[src/rtl/regdiv_pkg.sv]
package regdiv_pkg;
  typedef enum logic [2:0] {
    S_IDLE,
    S_CHECK,
    S_RUN,
    S_FIX,
    S_FIN
  } div_state_e;

  localparam logic [1:0] CC_ZERO = 2'b00;
  localparam logic [1:0] CC_NEG  = 2'b01;
  localparam logic [1:0] CC_POS  = 2'b10;
endpackage

[src/rtl/regdiv_prep.sv]
module regdiv_prep #(
  parameter int XLEN = 32,
  parameter int HLEN = 16
) (
  input  logic              op_word_i,
  input  logic              r_odd_i,
  input  logic [XLEN-1:0]   rd_r_i,
  input  logic [XLEN-1:0]   rd_r1_i,
  input  logic [XLEN-1:0]   divisor_i,
  output logic              pair_o,
  output logic              dvd_neg_o,
  output logic              dsr_neg_o,
  output logic [2*XLEN-1:0] dvd_mag_o,
  output logic [XLEN-1:0]   dsr_mag_o
);
  logic [2*XLEN-1:0] dvd;
  logic [XLEN-1:0]   dsr;

  assign pair_o = op_word_i & ~r_odd_i;

  always_comb begin
    if (pair_o) dvd = {rd_r_i, rd_r1_i};
    else        dvd = {{XLEN{rd_r_i[XLEN-1]}}, rd_r_i};
    if (op_word_i) dsr = divisor_i;
    else           dsr = {{(XLEN-HLEN){divisor_i[HLEN-1]}}, divisor_i[HLEN-1:0]};
  end

  assign dvd_neg_o = dvd[2*XLEN-1];
  assign dsr_neg_o = dsr[XLEN-1];
  assign dvd_mag_o = dvd_neg_o ? (~dvd + 1'b1) : dvd;
  assign dsr_mag_o = dsr_neg_o ? (~dsr + 1'b1) : dsr;
endmodule

[src/rtl/regdiv_core.sv]
module regdiv_core #(
  parameter int XLEN = 32
) (
  input  logic            clk_i,
  input  logic            rst_ni,
  input  logic            load_i,
  input  logic            step_i,
  input  logic [XLEN-1:0] rem_init_i,
  input  logic [XLEN-1:0] num_lo_i,
  input  logic [XLEN-1:0] den_i,
  output logic [XLEN-1:0] quo_o,
  output logic [XLEN-1:0] rem_o
);
  logic [XLEN-1:0] rem_q, quo_q;
  logic [XLEN:0]   trial;
  logic            fits;

  // quo_q shifts out dividend bits while quotient bits shift in
  assign trial = {rem_q, quo_q[XLEN-1]};
  assign fits  = trial >= {1'b0, den_i};

  always_ff @(posedge clk_i or negedge rst_ni) begin
    if (!rst_ni) begin
      rem_q <= '0;
      quo_q <= '0;
    end else if (load_i) begin
      rem_q <= rem_init_i;
      quo_q <= num_lo_i;
    end else if (step_i) begin
      rem_q <= fits ? XLEN'(trial - {1'b0, den_i}) : trial[XLEN-1:0];
      quo_q <= {quo_q[XLEN-2:0], fits};
    end
  end

  assign quo_o = quo_q;
  assign rem_o = rem_q;
endmodule

[src/rtl/regdiv_post.sv]
module regdiv_post #(
  parameter int XLEN = 32
) (
  input  logic [XLEN-1:0] quo_mag_i,
  input  logic [XLEN-1:0] rem_mag_i,
  input  logic            dvd_neg_i,
  input  logic            dsr_neg_i,
  output logic [XLEN-1:0] quo_o,
  output logic [XLEN-1:0] rem_o,
  output logic            range_ovf_o,
  output logic [1:0]      cc34_o
);
  import regdiv_pkg::*;
  localparam logic [XLEN-1:0] MIN_MAG = {1'b1, {(XLEN-1){1'b0}}};

  logic q_neg;
  assign q_neg       = dvd_neg_i ^ dsr_neg_i;
  assign range_ovf_o = q_neg ? (quo_mag_i > MIN_MAG) : quo_mag_i[XLEN-1];
  assign quo_o       = q_neg ? (~quo_mag_i + 1'b1) : quo_mag_i;
  assign rem_o       = dvd_neg_i ? (~rem_mag_i + 1'b1) : rem_mag_i;

  always_comb begin
    if (quo_mag_i == '0) cc34_o = CC_ZERO;
    else if (q_neg)      cc34_o = CC_NEG;
    else                 cc34_o = CC_POS;
  end
endmodule

[src/rtl/regdiv_unit.sv]
module regdiv_unit #(
  parameter int               XLEN     = 32,
  parameter int               HLEN     = 16,
  parameter int               REG_W    = 4,
  parameter int               VEC_W    = 8,
  parameter logic [VEC_W-1:0] TRAP_VEC = 8'h43
) (
  input  logic             clk_i,
  input  logic             rst_ni,
  input  logic             start_i,
  input  logic             op_word_i,
  input  logic [REG_W-1:0] reg_sel_i,
  input  logic [XLEN-1:0]  divisor_i,
  input  logic [XLEN-1:0]  rd_r_i,
  input  logic [XLEN-1:0]  rd_r1_i,
  input  logic             trap_mask_i,
  output logic             busy_o,
  output logic             done_o,
  output logic             wr_r_en_o,
  output logic [REG_W-1:0] wr_r_addr_o,
  output logic [XLEN-1:0]  wr_r_data_o,
  output logic             wr_r1_en_o,
  output logic [REG_W-1:0] wr_r1_addr_o,
  output logic [XLEN-1:0]  wr_r1_data_o,
  output logic             cc2_we_o,
  output logic             cc2_o,
  output logic             cc34_we_o,
  output logic [1:0]       cc34_o,
  output logic             trap_o,
  output logic [VEC_W-1:0] trap_vec_o
);
  import regdiv_pkg::*;

  localparam int ITER  = XLEN;
  localparam int CNT_W = $clog2(ITER);

  div_state_e        state_q;
  logic [CNT_W-1:0]  cnt_q;
  logic              pair_q, mask_q, dvd_neg_q, dsr_neg_q, ovf_q;
  logic [REG_W-1:0]  reg_q;
  logic [XLEN-1:0]   dvd_hi_q, dsr_mag_q, quo_q, rem_q;
  logic [1:0]        cc34_q;

  logic              accept;
  logic              pr_pair, pr_dvd_neg, pr_dsr_neg;
  logic [2*XLEN-1:0] pr_dvd_mag;
  logic [XLEN-1:0]   pr_dsr_mag;
  logic [XLEN-1:0]   core_quo, core_rem;
  logic [XLEN-1:0]   po_quo, po_rem;
  logic              po_ovf;
  logic [1:0]        po_cc34;

  assign accept = start_i && (state_q == S_IDLE);

  regdiv_prep #(.XLEN(XLEN), .HLEN(HLEN)) u_prep (
    .op_word_i (op_word_i),
    .r_odd_i   (reg_sel_i[0]),
    .rd_r_i    (rd_r_i),
    .rd_r1_i   (rd_r1_i),
    .divisor_i (divisor_i),
    .pair_o    (pr_pair),
    .dvd_neg_o (pr_dvd_neg),
    .dsr_neg_o (pr_dsr_neg),
    .dvd_mag_o (pr_dvd_mag),
    .dsr_mag_o (pr_dsr_mag)
  );

  regdiv_core #(.XLEN(XLEN)) u_core (
    .clk_i      (clk_i),
    .rst_ni     (rst_ni),
    .load_i     (accept),
    .step_i     (state_q == S_RUN),
    .rem_init_i (pr_dvd_mag[2*XLEN-1:XLEN]),
    .num_lo_i   (pr_dvd_mag[XLEN-1:0]),
    .den_i      (dsr_mag_q),
    .quo_o      (core_quo),
    .rem_o      (core_rem)
  );

  regdiv_post #(.XLEN(XLEN)) u_post (
    .quo_mag_i   (core_quo),
    .rem_mag_i   (core_rem),
    .dvd_neg_i   (dvd_neg_q),
    .dsr_neg_i   (dsr_neg_q),
    .quo_o       (po_quo),
    .rem_o       (po_rem),
    .range_ovf_o (po_ovf),
    .cc34_o      (po_cc34)
  );

  always_ff @(posedge clk_i or negedge rst_ni) begin
    if (!rst_ni) begin
      state_q   <= S_IDLE;
      cnt_q     <= '0;
      pair_q    <= 1'b0;
      mask_q    <= 1'b0;
      dvd_neg_q <= 1'b0;
      dsr_neg_q <= 1'b0;
      ovf_q     <= 1'b0;
      reg_q     <= '0;
      dvd_hi_q  <= '0;
      dsr_mag_q <= '0;
      quo_q     <= '0;
      rem_q     <= '0;
      cc34_q    <= 2'b00;
    end else begin
      unique case (state_q)
        S_IDLE: if (accept) begin
          pair_q    <= pr_pair;
          mask_q    <= trap_mask_i;
          dvd_neg_q <= pr_dvd_neg;
          dsr_neg_q <= pr_dsr_neg;
          reg_q     <= reg_sel_i;
          dvd_hi_q  <= pr_dvd_mag[2*XLEN-1:XLEN];
          dsr_mag_q <= pr_dsr_mag;
          ovf_q     <= 1'b0;
          state_q   <= S_CHECK;
        end
        S_CHECK: begin
          // quotient of at least 2^XLEN, or zero divisor: skip the loop
          if (dsr_mag_q == '0 || dvd_hi_q >= dsr_mag_q) begin
            ovf_q   <= 1'b1;
            state_q <= S_FIN;
          end else begin
            cnt_q   <= '0;
            state_q <= S_RUN;
          end
        end
        S_RUN: begin
          cnt_q <= cnt_q + 1'b1;
          if (cnt_q == CNT_W'(ITER-1)) state_q <= S_FIX;
        end
        S_FIX: begin
          ovf_q   <= po_ovf;
          quo_q   <= po_quo;
          rem_q   <= po_rem;
          cc34_q  <= po_cc34;
          state_q <= S_FIN;
        end
        S_FIN:   state_q <= S_IDLE;
        default: state_q <= S_IDLE;
      endcase
    end
  end

  assign busy_o       = state_q != S_IDLE;
  assign done_o       = state_q == S_FIN;
  assign wr_r_en_o    = done_o && !ovf_q;
  assign wr_r1_en_o   = done_o && !ovf_q && pair_q;
  assign wr_r_addr_o  = reg_q;
  assign wr_r1_addr_o = reg_q | REG_W'(1);
  assign wr_r_data_o  = pair_q ? rem_q : quo_q;
  assign wr_r1_data_o = quo_q;
  assign cc2_we_o     = done_o;
  assign cc2_o        = done_o && ovf_q;
  assign cc34_we_o    = done_o && !ovf_q;
  assign cc34_o       = cc34_q;
  assign trap_o       = done_o && ovf_q && mask_q;
  assign trap_vec_o   = TRAP_VEC;
endmodule

[config.mk]
export PLATFORM = sky130hd
export DESIGN_NAME = regdiv_unit
export DESIGN_NICKNAME = d
export VERILOG_FILES = /design/src/rtl/regdiv_pkg.sv /design/src/rtl/regdiv_prep.sv /design/src/rtl/regdiv_core.sv /design/src/rtl/regdiv_post.sv /design/src/rtl/regdiv_unit.sv
export SDC_FILE = /design/constraint.sdc
export NUM_CORES = 1
export LEC_CHECK = 0
export BUFFER_PORTS_ARGS = -buffer_cell sky130_fd_sc_hd__buf_2
export CAP_MARGIN = 10
export CORE_MARGIN = 5
export CORE_UTILIZATION = 45
export CTS_BUF_LIST = sky130_fd_sc_hd__clkbuf_4 sky130_fd_sc_hd__clkbuf_8
export DETAILED_ROUTE_END_ITERATION = 10
export PLACE_DENSITY = 0.65
export SYNTH_ARGS = -nofsm -noshare
export SYNTH_HDL_FRONTEND = slang
export SYNTH_SLANG_ARGS = --single-unit
[constraint.sdc]
create_clock -name clk_i -period 4.41 [get_ports clk_i]
set_input_delay 0.441 -clock clk_i [delete_from_list [all_inputs] [get_ports clk_i]]
set_output_delay 0.441 -clock clk_i [all_outputs]
set_load 0.02 [all_outputs]
==> flow_metrics.tcl, run 1 <==
set metrics [dict create \
    dieArea_sq_um 39600 \
    yosysWarnings 0 \
    period_share 0.833 \
    clockRootBuffer "clkbuf_8" \
    crit_path_end_kind "register" \
    grt_pass1_wl_um 88700 \
    die_w_um 199 \
    setup_viol 0 \
    grt_max_degree 133 \
    ys_types 88 \
    grt_util_met2 0.445 \
    fin_util 0.517 \
    dr.pass1.iters 6 \
    syn_area_sq_um 16100 \
    vias 15600 \
    path_clk_slew_ps 60 \
    async_flop_share 1.00 \
    area_delta_synth_final_pct 13.9 \
    row_count 69 \
    switching_share 0.497 \
    synthTopCellsByArea "dfrtp_1 33%, nand2_1 6.8%, ha_1 5.5%" \
    track_usage 0.288 \
    cts.htree.levels 2 \
    postSynthAreaPerCell_sq_um 8.21 \
    cap_viol_max_count 0 \
    synth_top_area_share 0.329 \
    wl_per_cell_um 22.5 \
    clock_skew_ps 27.9 \
    hold_viol 0 \
    seqPwrFrac 0.261 \
    clock_latency_ps 600 \
    cts_tree "yes" \
    avgViaCountPerCell 5.99 \
    layout_commonest_cell "nand2_1" \
    cp_data_arrival_time_ps 4140 \
    fin_crit_ps 3670 \
    num-nets-final 2285 \
    drtIter0Drc 1371 \
    grt_pass1_vias 14600 \
    power_density_nw_per_um2 820 \
    yosysTopAreaCell "dfrtp_1" \
    yosysSeqAreaShare 0.329 \
    min_path_cells 3 \
    max_freq_mhz 272 \
    cts-resized-gates 0 \
    synthFlopType "dfrtp_1" \
    timing.setup.critical_path_class "register to register" \
    grt_setup_unrepaired "false" \
    leakagePower_uw 0.00844 \
    hold_path_class "primary input to register" \
    post-dp-hpwl_um 45500 \
    maxSlewViolCount 0 \
    reg2reg_slack_ps 740 \
    core_sq_um 35400 \
    grt_busiest_layer "met2" \
    layout_common_cells "291 x nand2_1, 211 x dfrtp_1, 184 x buf_2" \
    grt_antenna_before_repair 1 \
    r2r-start "dsr_mag_q[28]" \
    whs_endpoint "mask_q" \
    gp_congestion 0.951 \
    drcViolationCount 0 \
    r2r_cells 11 \
    initial_core_util 0.454 \
    io_pins 195 \
    synth-edff-count 0 \
    cp.required_ps 4880 \
    hold_buffers 0 \
    tns_ps 0 \
    start_kind "register" \
    clock_path_buffers 3 \
    grt_use_met3 0.0564 \
    cts_inserted_buffers 39 \
    wl_um 58500 \
    clock-sinks 211 \
    p_int_uw 7550 \
    drive_above_1_share 0.181 \
    p_switching_uw 7450 \
    r2r_end "u_core.rem_o[13]" \
    worstHoldStart "trap_mask_i" \
    max-vdd-ir-drop_uv 484 \
    die_h_um 199 \
    io_buffers 185 \
    clockPowerShare 0.138 \
    netlist_instances 1956 \
    cp_max_fo 37 \
    drtAntennaViolNets 0 \
    gr-usage-met1 0.419 \
    cts_setup_buffers 0 \
    ys_ff_latch 211 \
    relSlewSlack 0.229 \
    overflow 0 \
    combPwrFrac 0.601 \
    status "finished clean" \
    tightest_slew_ps 1160 \
]
critical path, cell delays in order (launching register included):
cell	delay, ps
dfrtp_1	370
inv_1	80
ha_1	390
a21oi_1	320
o21bai_1	110
a21oi_1	230
o21ai_0	130
a2111oi_0	770
nand2_1	270
buf_12	250
mux2_2	300
a221o_1	300
per-stage QoR:
| stage | setup WS [ps] | hold slack [ps] | total power (uW) | std cells | instance area, sq um |
|---|---|---|---|---|---|
| 2_1_floorplan | 741 | 145 | 9870 | 1963 | 16100 |
| 3_3_place_gp | 418 | 452 | 12600 | 2529 | 17400 |
| 3_5_place_dp | 345 | 456 | 12800 | 2529 | 17400 |
| 4_1_cts | 768 | 0.520 | 14900 | 2599 | 18300 |
| 5_1_grt | 418 | 27.8 | 16100 | 2600 | 18300 |
| 6_report | 736 | 31.3 | 15000 | 2600 | 18300 |
worst max-delay path by stage:
stage                     cells after the start          endpoint             from
final                                        11  u_core.rem_o[13]    dsr_mag_q[28]
after global routing                         11  u_core.rem_o[26]  u_core.rem_o[0]
after CTS                                    11  u_core.rem_o[26]     dsr_mag_q[0]
after detailed placement                     12  u_core.rem_o[24]     reg_sel_i[0]
after global placement                       12  u_core.rem_o[24]     reg_sel_i[0]
after floorplan                              15  u_core.rem_o[18]        op_word_i
flip-flops by register name, summed over array words and instances (netlist names), 2 cells and up:
signal        cells
dsr_mag_q        32
wr_r_addr_o       4
cnt_q             5
cc34_o            2
dvd_hi_q         32
wr_r1_data_o     32
state_q           3
u_core.quo_o     32
u_core.rem_o     32
rem_q            32
power groups by stage:
stage	registers, uW	clock network, uW	logic, uW
5_1_grt	4000	2190	9890
3_5_place_dp	3920	0	8870
3_3_place_gp	3890	0	8750
6_report	3920	2070	9010
2_1_floorplan	3670	0	6200
4_1_cts	3890	2100	8920
final cells by class:
cell class,count,area [sq um]
Clock inverter,9,81.3
Clock buffer,61,764
Timing Repair Buffer,234,1320
Tap cell,461,577
Multi-Input combinational cell,1567,10100
Fill cell,3474,17100
Antenna cell,1,2.50
Sequential cell,211,5280
Inverter,56,210
Yosys cell counts (44+ instances only):
cell	instances
ha_1	70
clkbuf_1	97
a21oi_1	98
nor2_1	163
dfrtp_1	211
xnor2_1	68
xor2_1	88
mux2i_1	46
nand2_1	293
mux2_2	44
inv_1	56
o21ai_0	164
nor3_1	46
cell families after synthesis:
family                   count (synthesis)  share of synthesized area
AO/OA/AOI/OAI                          528                      0.210
XOR/XNOR                               156                     0.0851
adder cells (fa/ha/maj)                 71                     0.0558
buffers and inverters                  185                     0.0478
flip-flops                             211                      0.329
multiplexers                            91                     0.0605
other                                    2                   0.000468
AND/OR/NAND/NOR                        712                      0.211
metal layers:
layer / up-vias / share of wire / wire [um]
li1: 7311 / - / -
met1: 7470 / 0.45 / 26300
met2: 720 / 0.44 / 26000
met3: 84 / 0.084 / 4930
met4: 0 / 0.022 / 1280
met5: - / 0 / 0
Power figures use the tool's default switching activity.
==> inputs of run 2 (changes only) <==
--- a/config.mk
+++ b/config.mk
@@ -5,6 +5,7 @@
 export SDC_FILE = /design/constraint.sdc
 export NUM_CORES = 1
 export LEC_CHECK = 0
+export ABC_AREA = 1
 export BUFFER_PORTS_ARGS = -buffer_cell sky130_fd_sc_hd__buf_2
 export CAP_MARGIN = 10
 export CORE_MARGIN = 5
==> constraint.sdc (replaced) <==
create_clock -name clk_i -period 3.85 [get_ports clk_i]
set_input_delay 0.385 -clock clk_i [delete_from_list [all_inputs] [get_ports clk_i]]
set_output_delay 0.385 -clock clk_i [all_outputs]
set_load 0.02 [all_outputs]
==> run 2 against run 1 <==
Compared with the run above: maximum frequency increased by 8.5%; worst hold slack improved by 100 ps; critical path depth grew 2; critical endpoint is now u_core.rem_o[27].
==> flow_metrics.tcl, run 2 <==
set metrics [dict create \
    slowest_delay_ps 540 \
    die_h_um 213 \
    clock-sinks 211 \
    initial_core_util 0.454 \
    startpoint "u_core.rem_o[4]" \
    synth_top_cells_by_count "1104 x nand2_1, 351 x inv_1, 301 x nor2_1, 229 x nand3_1, 223 x o21ai_0" \
    clock_skew_ps 27.7 \
    path_cells "ha_1, nand2_1, nor2_1, nand3_1, nand3b_1, nand2_1, nand2_1, nand2_1, nand2_2, buf_4, nand3_1, a21oi_1, a21boi_2" \
    met3_length_um 6550 \
    dr.pass1.iters 5 \
    leakagePower_uw 0.0113 \
    place_worst_setup_slack_ps 211 \
    clock_latency_ps 580 \
    maxSlewViolCount 0 \
    cap_viol_max_count 0 \
    hold_buffers 4 \
    area_delta_synth_final_pct 12.0 \
    drive_above_1_share 0.110 \
    crit_path_end_kind "register" \
    dr_wl_met2_um 31900 \
    postSynthAreaPerCell_sq_um 6.11 \
    layout_commonest_cell "nand2_1" \
    max_freq_mhz 295 \
    num-nets-final 3363 \
    track_usage 0.321 \
    wl_um 74100 \
    cp.required_ps 4270 \
    whs_endpoint "dsr_mag_q[1]" \
    path_clk_slew_ps 60 \
    yosysWarnings 0 \
    drtAntennaViolNets 0 \
    hold_path_class "primary input to register" \
    wl_per_cell_um 19.8 \
    grt_max_degree 113 \
    avgViaCountPerCell 5.46 \
    cts_tree "yes" \
    drcViolationCount 0 \
    clock_path_buffers 3 \
    setup_viol 0 \
    fin_crit_ps 3390 \
    status "finished clean" \
    r2r-start "u_core.rem_o[4]" \
    grt_pass1_vias 19100 \
    layout_common_cells "1104 x nand2_1, 351 x inv_1, 299 x nor2_1" \
    cts-resized-gates 0 \
    reg2reg_slack_ps 460 \
    topRoutingLayerUsed "met4" \
    hold_viol 0 \
    clockRootBuffer "clkbuf_8" \
    wl_met1_um 33700 \
    r2r_cells 13 \
    grt_antenna_before_repair 1 \
    cts_setup_buffers 0 \
    grt_setup_unrepaired "false" \
    io_buffers 185 \
    tightest_slew_ps 993 \
    drtIter0Drc 2312 \
    ys_types 48 \
    synthTopCellsByArea "dfrtp_1 29%, nand2_1 22%, inv_1 7.1%" \
    cts.htree.levels 2 \
    syn_area_sq_um 18500 \
    min_path_cells 3 \
    crit_path_frequent_cell "nand2_1" \
    r2r_end "u_core.rem_o[27]" \
    die_w_um 213 \
    gp_congestion 0.983 \
    async_flop_share 1.00 \
    post-dp-hpwl_um 60400 \
    yosysTopAreaCell "dfrtp_1" \
    max-vdd-ir-drop_uv 325 \
    synthFlopType "dfrtp_1" \
    cp_max_fo 18 \
    vias 20500 \
    tns_ps 0 \
    synth-edff-count 0 \
    netlist_instances 3028 \
    ys_ff_latch 211 \
    row_count 74 \
    overflow 0 \
    start_kind "register" \
    timing.setup.critical_path_class "register to register" \
    yosysSeqAreaShare 0.285 \
    fill_cells 4347 \
    power_density_nw_per_um2 900 \
    period_share 0.880 \
    core_sq_um 40700 \
    cts_inserted_buffers 40 \
    cp_data_arrival_time_ps 3810 \
    slowest_stage "a21oi_1" \
    synth_top_area_share 0.285 \
    timing.final.ws_setup_ps 463 \
    grt_pass1_wl_um 113000 \
    worstHoldStart "divisor_i[1]" \
    synth.most_common_cell "nand2_1" \
    relSlewSlack 0.333 \
    antenna_cells 0 \
    dieArea_sq_um 45300 \
    io_pins 195 \
]
## run 2: cell type report
cell class	count	area (sq um)	share of cell area
multi-input cells	2345	11300	0.544
flip-flops and latches	211	5280	0.255
inverters	363	1370	0.0659
repair buffers	226	1250	0.0604
clock buffers	59	781	0.0376
well taps	532	666	0.0321
clock inverters	11	104	0.00501
## run 2: worst max-delay path by stage
stage / endpoint / slack (ps)
2_1_floorplan: u_core.rem_o[8] / 1550
4_1_cts: u_core.rem_o[27] / 580
6_report: u_core.rem_o[27] / 460
3_3_place_gp: u_core.rem_o[15] / 300
3_5_place_dp: u_core.rem_o[23] / 210
5_1_grt: u_core.rem_o[27] / 300
## run 2: worst max-delay path, delay by kind of cell, from the launching register on
kind / cells / cell delay, ps
AO/OA/AOI/OAI: 2 / 630
buffers and inverters: 1 / 260
AND/OR/NAND/NOR: 9 / 1420
flip-flops: 1 / 520
adder cells (fa/ha/maj): 1 / 410
## run 2: logic make-up after synthesis
family                     count (synthesis)  share of synthesized area
adders and majority gates                 71                     0.0484
DFF                                      211                      0.285
buffers and inverters                    479                      0.107
and+or+nand+nor                         1791                      0.401
other                                      2                   0.000406
AOI/OAI and AO/OA                        367                      0.107
xor gates and xnor gates                 107                     0.0506
## run 2: metal layers
metal	vias to the layer above	GRT usage
li1	9914	-
met1	9544	0.475
met2	896	0.490
met3	101	0.0557
met4	0	0.0770
met5	-	0
## run 2: stage by stage
step	utilization	cell area [sq um]	hold WS [ps]	std cells	total power (uW)
2_1_floorplan	-	18500	89.4	3035	11900
3_3_place_gp	0.486	19800	456	3673	15900
3_5_place_dp	0.486	19800	459	3673	16000
4_1_cts	0.509	20700	97.4	3747	18500
5_1_grt	0.509	20700	101	3747	20200
6_report	0.509	20700	133	3747	18700
## run 2: power breakdown
| part | switching, uW | internal, uW | leakage (uW) |
|---|---|---|---|
| registers | 1070 | 3290 | 0.00259 |
| logic | 8190 | 3700 | 0.00820 |
| clock network | 1030 | 1380 | 0.000467 |
==> inputs of run 3 (changes only) <==
--- a/config.mk
+++ b/config.mk
@@ -5,14 +5,13 @@
 export SDC_FILE = /design/constraint.sdc
 export NUM_CORES = 1
 export LEC_CHECK = 0
-export ABC_AREA = 1
 export BUFFER_PORTS_ARGS = -buffer_cell sky130_fd_sc_hd__buf_2
 export CAP_MARGIN = 10
 export CORE_MARGIN = 5
-export CORE_UTILIZATION = 45
+export CORE_UTILIZATION = 42
 export CTS_BUF_LIST = sky130_fd_sc_hd__clkbuf_4 sky130_fd_sc_hd__clkbuf_8
 export DETAILED_ROUTE_END_ITERATION = 10
-export PLACE_DENSITY = 0.65
+export PLACE_DENSITY = 0.62
 export SYNTH_ARGS = -nofsm -noshare
 export SYNTH_HDL_FRONTEND = slang
 export SYNTH_SLANG_ARGS = --single-unit
==> run 3 against run 2 <==
Compared with the run above: maximum frequency decreased by 6.8%; count of clock-buffer cells in the layout shrank 1; routed wire length is 19% lower; worst hold slack got worse by 77 ps; clock power shrank 5%; non-clock buffer count rose by 50; die area fell by 6.7%; critical path depth fell by 1; largest cell class unchanged; highest routed layer unchanged.
==> flow_metrics.tcl, run 3 (synthesis results as in run 1) <==
set metrics [dict create \
    status "finished clean" \
    grt_pass1_vias 14900 \
    relSlewSlack 0.277 \
    combPwrFrac 0.610 \
    tns_ps 0 \
    leakagePower_uw 0.00862 \
    num-nets-final 2328 \
    dr_wl_met2_um 26900 \
    min_path_cells 3 \
    drtAntennaViolNets 0 \
    wl_um 60000 \
    row_count 71 \
    clock_path_buffers 3 \
    post-dp-hpwl_um 47200 \
    layout_commonest_cell "nand2_1" \
    p_switching_uw 8540 \
    maxSlewViolCount 0 \
    dr.pass1.iters 5 \
    max-vdd-ir-drop_uv 381 \
    clockPowerShare 0.133 \
    grt_setup_unrepaired "false" \
    dpl_cell_area_sq_um 17800 \
    io_pins 195 \
    drtIter0Drc 1553 \
    r2r_cells 12 \
    crit_path_end_kind "register" \
    seqPwrFrac 0.257 \
    hold_path_class "primary input to register" \
    dieArea_sq_um 42200 \
    area_delta_synth_final_pct 16.2 \
    switching_share 0.494 \
    cp_data_arrival_time_ps 4090 \
    postLayoutCellArea_sq_um 18700 \
    path_clk_slew_ps 50 \
    crit_path_frequent_cell "nand2_1" \
    setup_viol 0 \
    clock_latency_ps 610 \
    overflow 0 \
    initial_core_util 0.426 \
    start_kind "register" \
    gp_congestion 0.985 \
    drcViolationCount 0 \
    layout_common_cells "291 x nand2_1, 211 x dfrtp_1, 184 x buf_2" \
    p_int_uw 8760 \
    cts_inserted_buffers 40 \
    slowest_stage "o21ai_0" \
    cts.htree.levels 2 \
    grt_pass1_wl_um 90900 \
    vias 15700 \
    cts_tree "yes" \
    cap_viol_max_count 0 \
    track_usage 0.278 \
    clockRootBuffer "clkbuf_8" \
    period_share 0.944 \
    drive_above_1_share 0.194 \
    max_freq_mhz 275 \
    core_sq_um 37700 \
    clock-sinks 211 \
    cp.required_ps 4300 \
    timing.setup.critical_path_class "register to register" \
    die_h_um 206 \
    p_total_uw 17300 \
    topRoutingLayerUsed "met4" \
    cp_max_fo 20 \
    slowest_delay_ps 420 \
    met3_length_um 5010 \
    grt_antenna_before_repair 0 \
    tightest_slew_ps 1080 \
    grt_max_degree 133 \
    wl_per_cell_um 22.3 \
    power_density_nw_per_um2 927 \
    fill_cells 3742 \
    die_w_um 206 \
    clock_skew_ps 28.8 \
    hold_viol 0 \
    io_buffers 185 \
    wl_met1_um 26900 \
    path_cells "inv_1, ha_1, a21o_1, a211o_1, nand3b_1, o211a_1, o2111ai_1, nand2_1, buf_12, mux2_2, o21ai_0, nand2_1" \
    avgViaCountPerCell 5.84 \
    fin_crit_ps 3640 \
]
## run 3: worst paths after layout
check	end	slack (ps)	from
worst max-delay path	u_core.rem_o[10]	210	dsr_mag_q[6]
worst min register to register	wr_r_addr_o[0]	480	wr_r_addr_o[0]
min in group asynchronous	rem_q[23]	410	rst_ni
worst max register to register	u_core.rem_o[10]	210	dsr_mag_q[6]
max in group asynchronous	dvd_hi_q[10]	2350	rst_ni
worst min-delay path	dsr_mag_q[1]	60	divisor_i[1]
## run 3: metal layers
layer | track usage | vias up
li1 | - | 7412
met1 | 0.406 | 7561
met2 | 0.433 | 662
met3 | 0.0465 | 78
met4 | 0.0605 | 0
met5 | 0 | -
## run 3: power by group through the flow
stage / registers [uW] / clock network (uW) / logic [uW]
global route: 4540 / 2470 / 11600
global placement: 4420 / 0 / 10300
detailed placement: 4440 / 0 / 10400
finish: 4440 / 2310 / 10500
CTS: 4420 / 2370 / 10500
floorplan: 4200 / 0 / 7100
## run 3: final cells by class
type	count	area, sq um	area share
Clock buffer	58	698	0.0374
Multi-Input combinational cell	1567	10100	0.539
Clock inverter	10	115	0.00617
Sequential cell	211	5280	0.283
Tap cell	511	639	0.0343
Inverter	56	210	0.0113
Antenna cell	1	2.50	0.000134
Timing Repair Buffer	276	1660	0.0887
## run 3: what timing repair did
item	4_1_cts	5_1_grt
gates resized for setup	0	1
hold endpoints to repair	79	0
buffers inserted	0	0
endpoints found under the setup margin	0	1
hold buffers	5	0
## run 3: critical path, delay by kind of cell, from the launching register on
kind / cells / cell delay [ps]
multiplexers: 1 / 270
AND/OR/NAND/NOR: 3 / 460
AO/OA/AOI/OAI: 5 / 1620
buffers and inverters: 2 / 340
adder cells (fa/ha/maj): 1 / 390
flip-flops: 1 / 410
## run 3: stage by stage
stage	setup slack [ps]	util	cells	hold slack, ps
2_1_floorplan	237	-	1963	89.4
3_3_place_gp	216	0.472	2616	464
3_5_place_dp	247	0.472	2616	470
4_1_cts	208	0.495	2689	15.2
5_1_grt	69.5	0.495	2689	39.6
6_report	215	0.496	2690	56.0
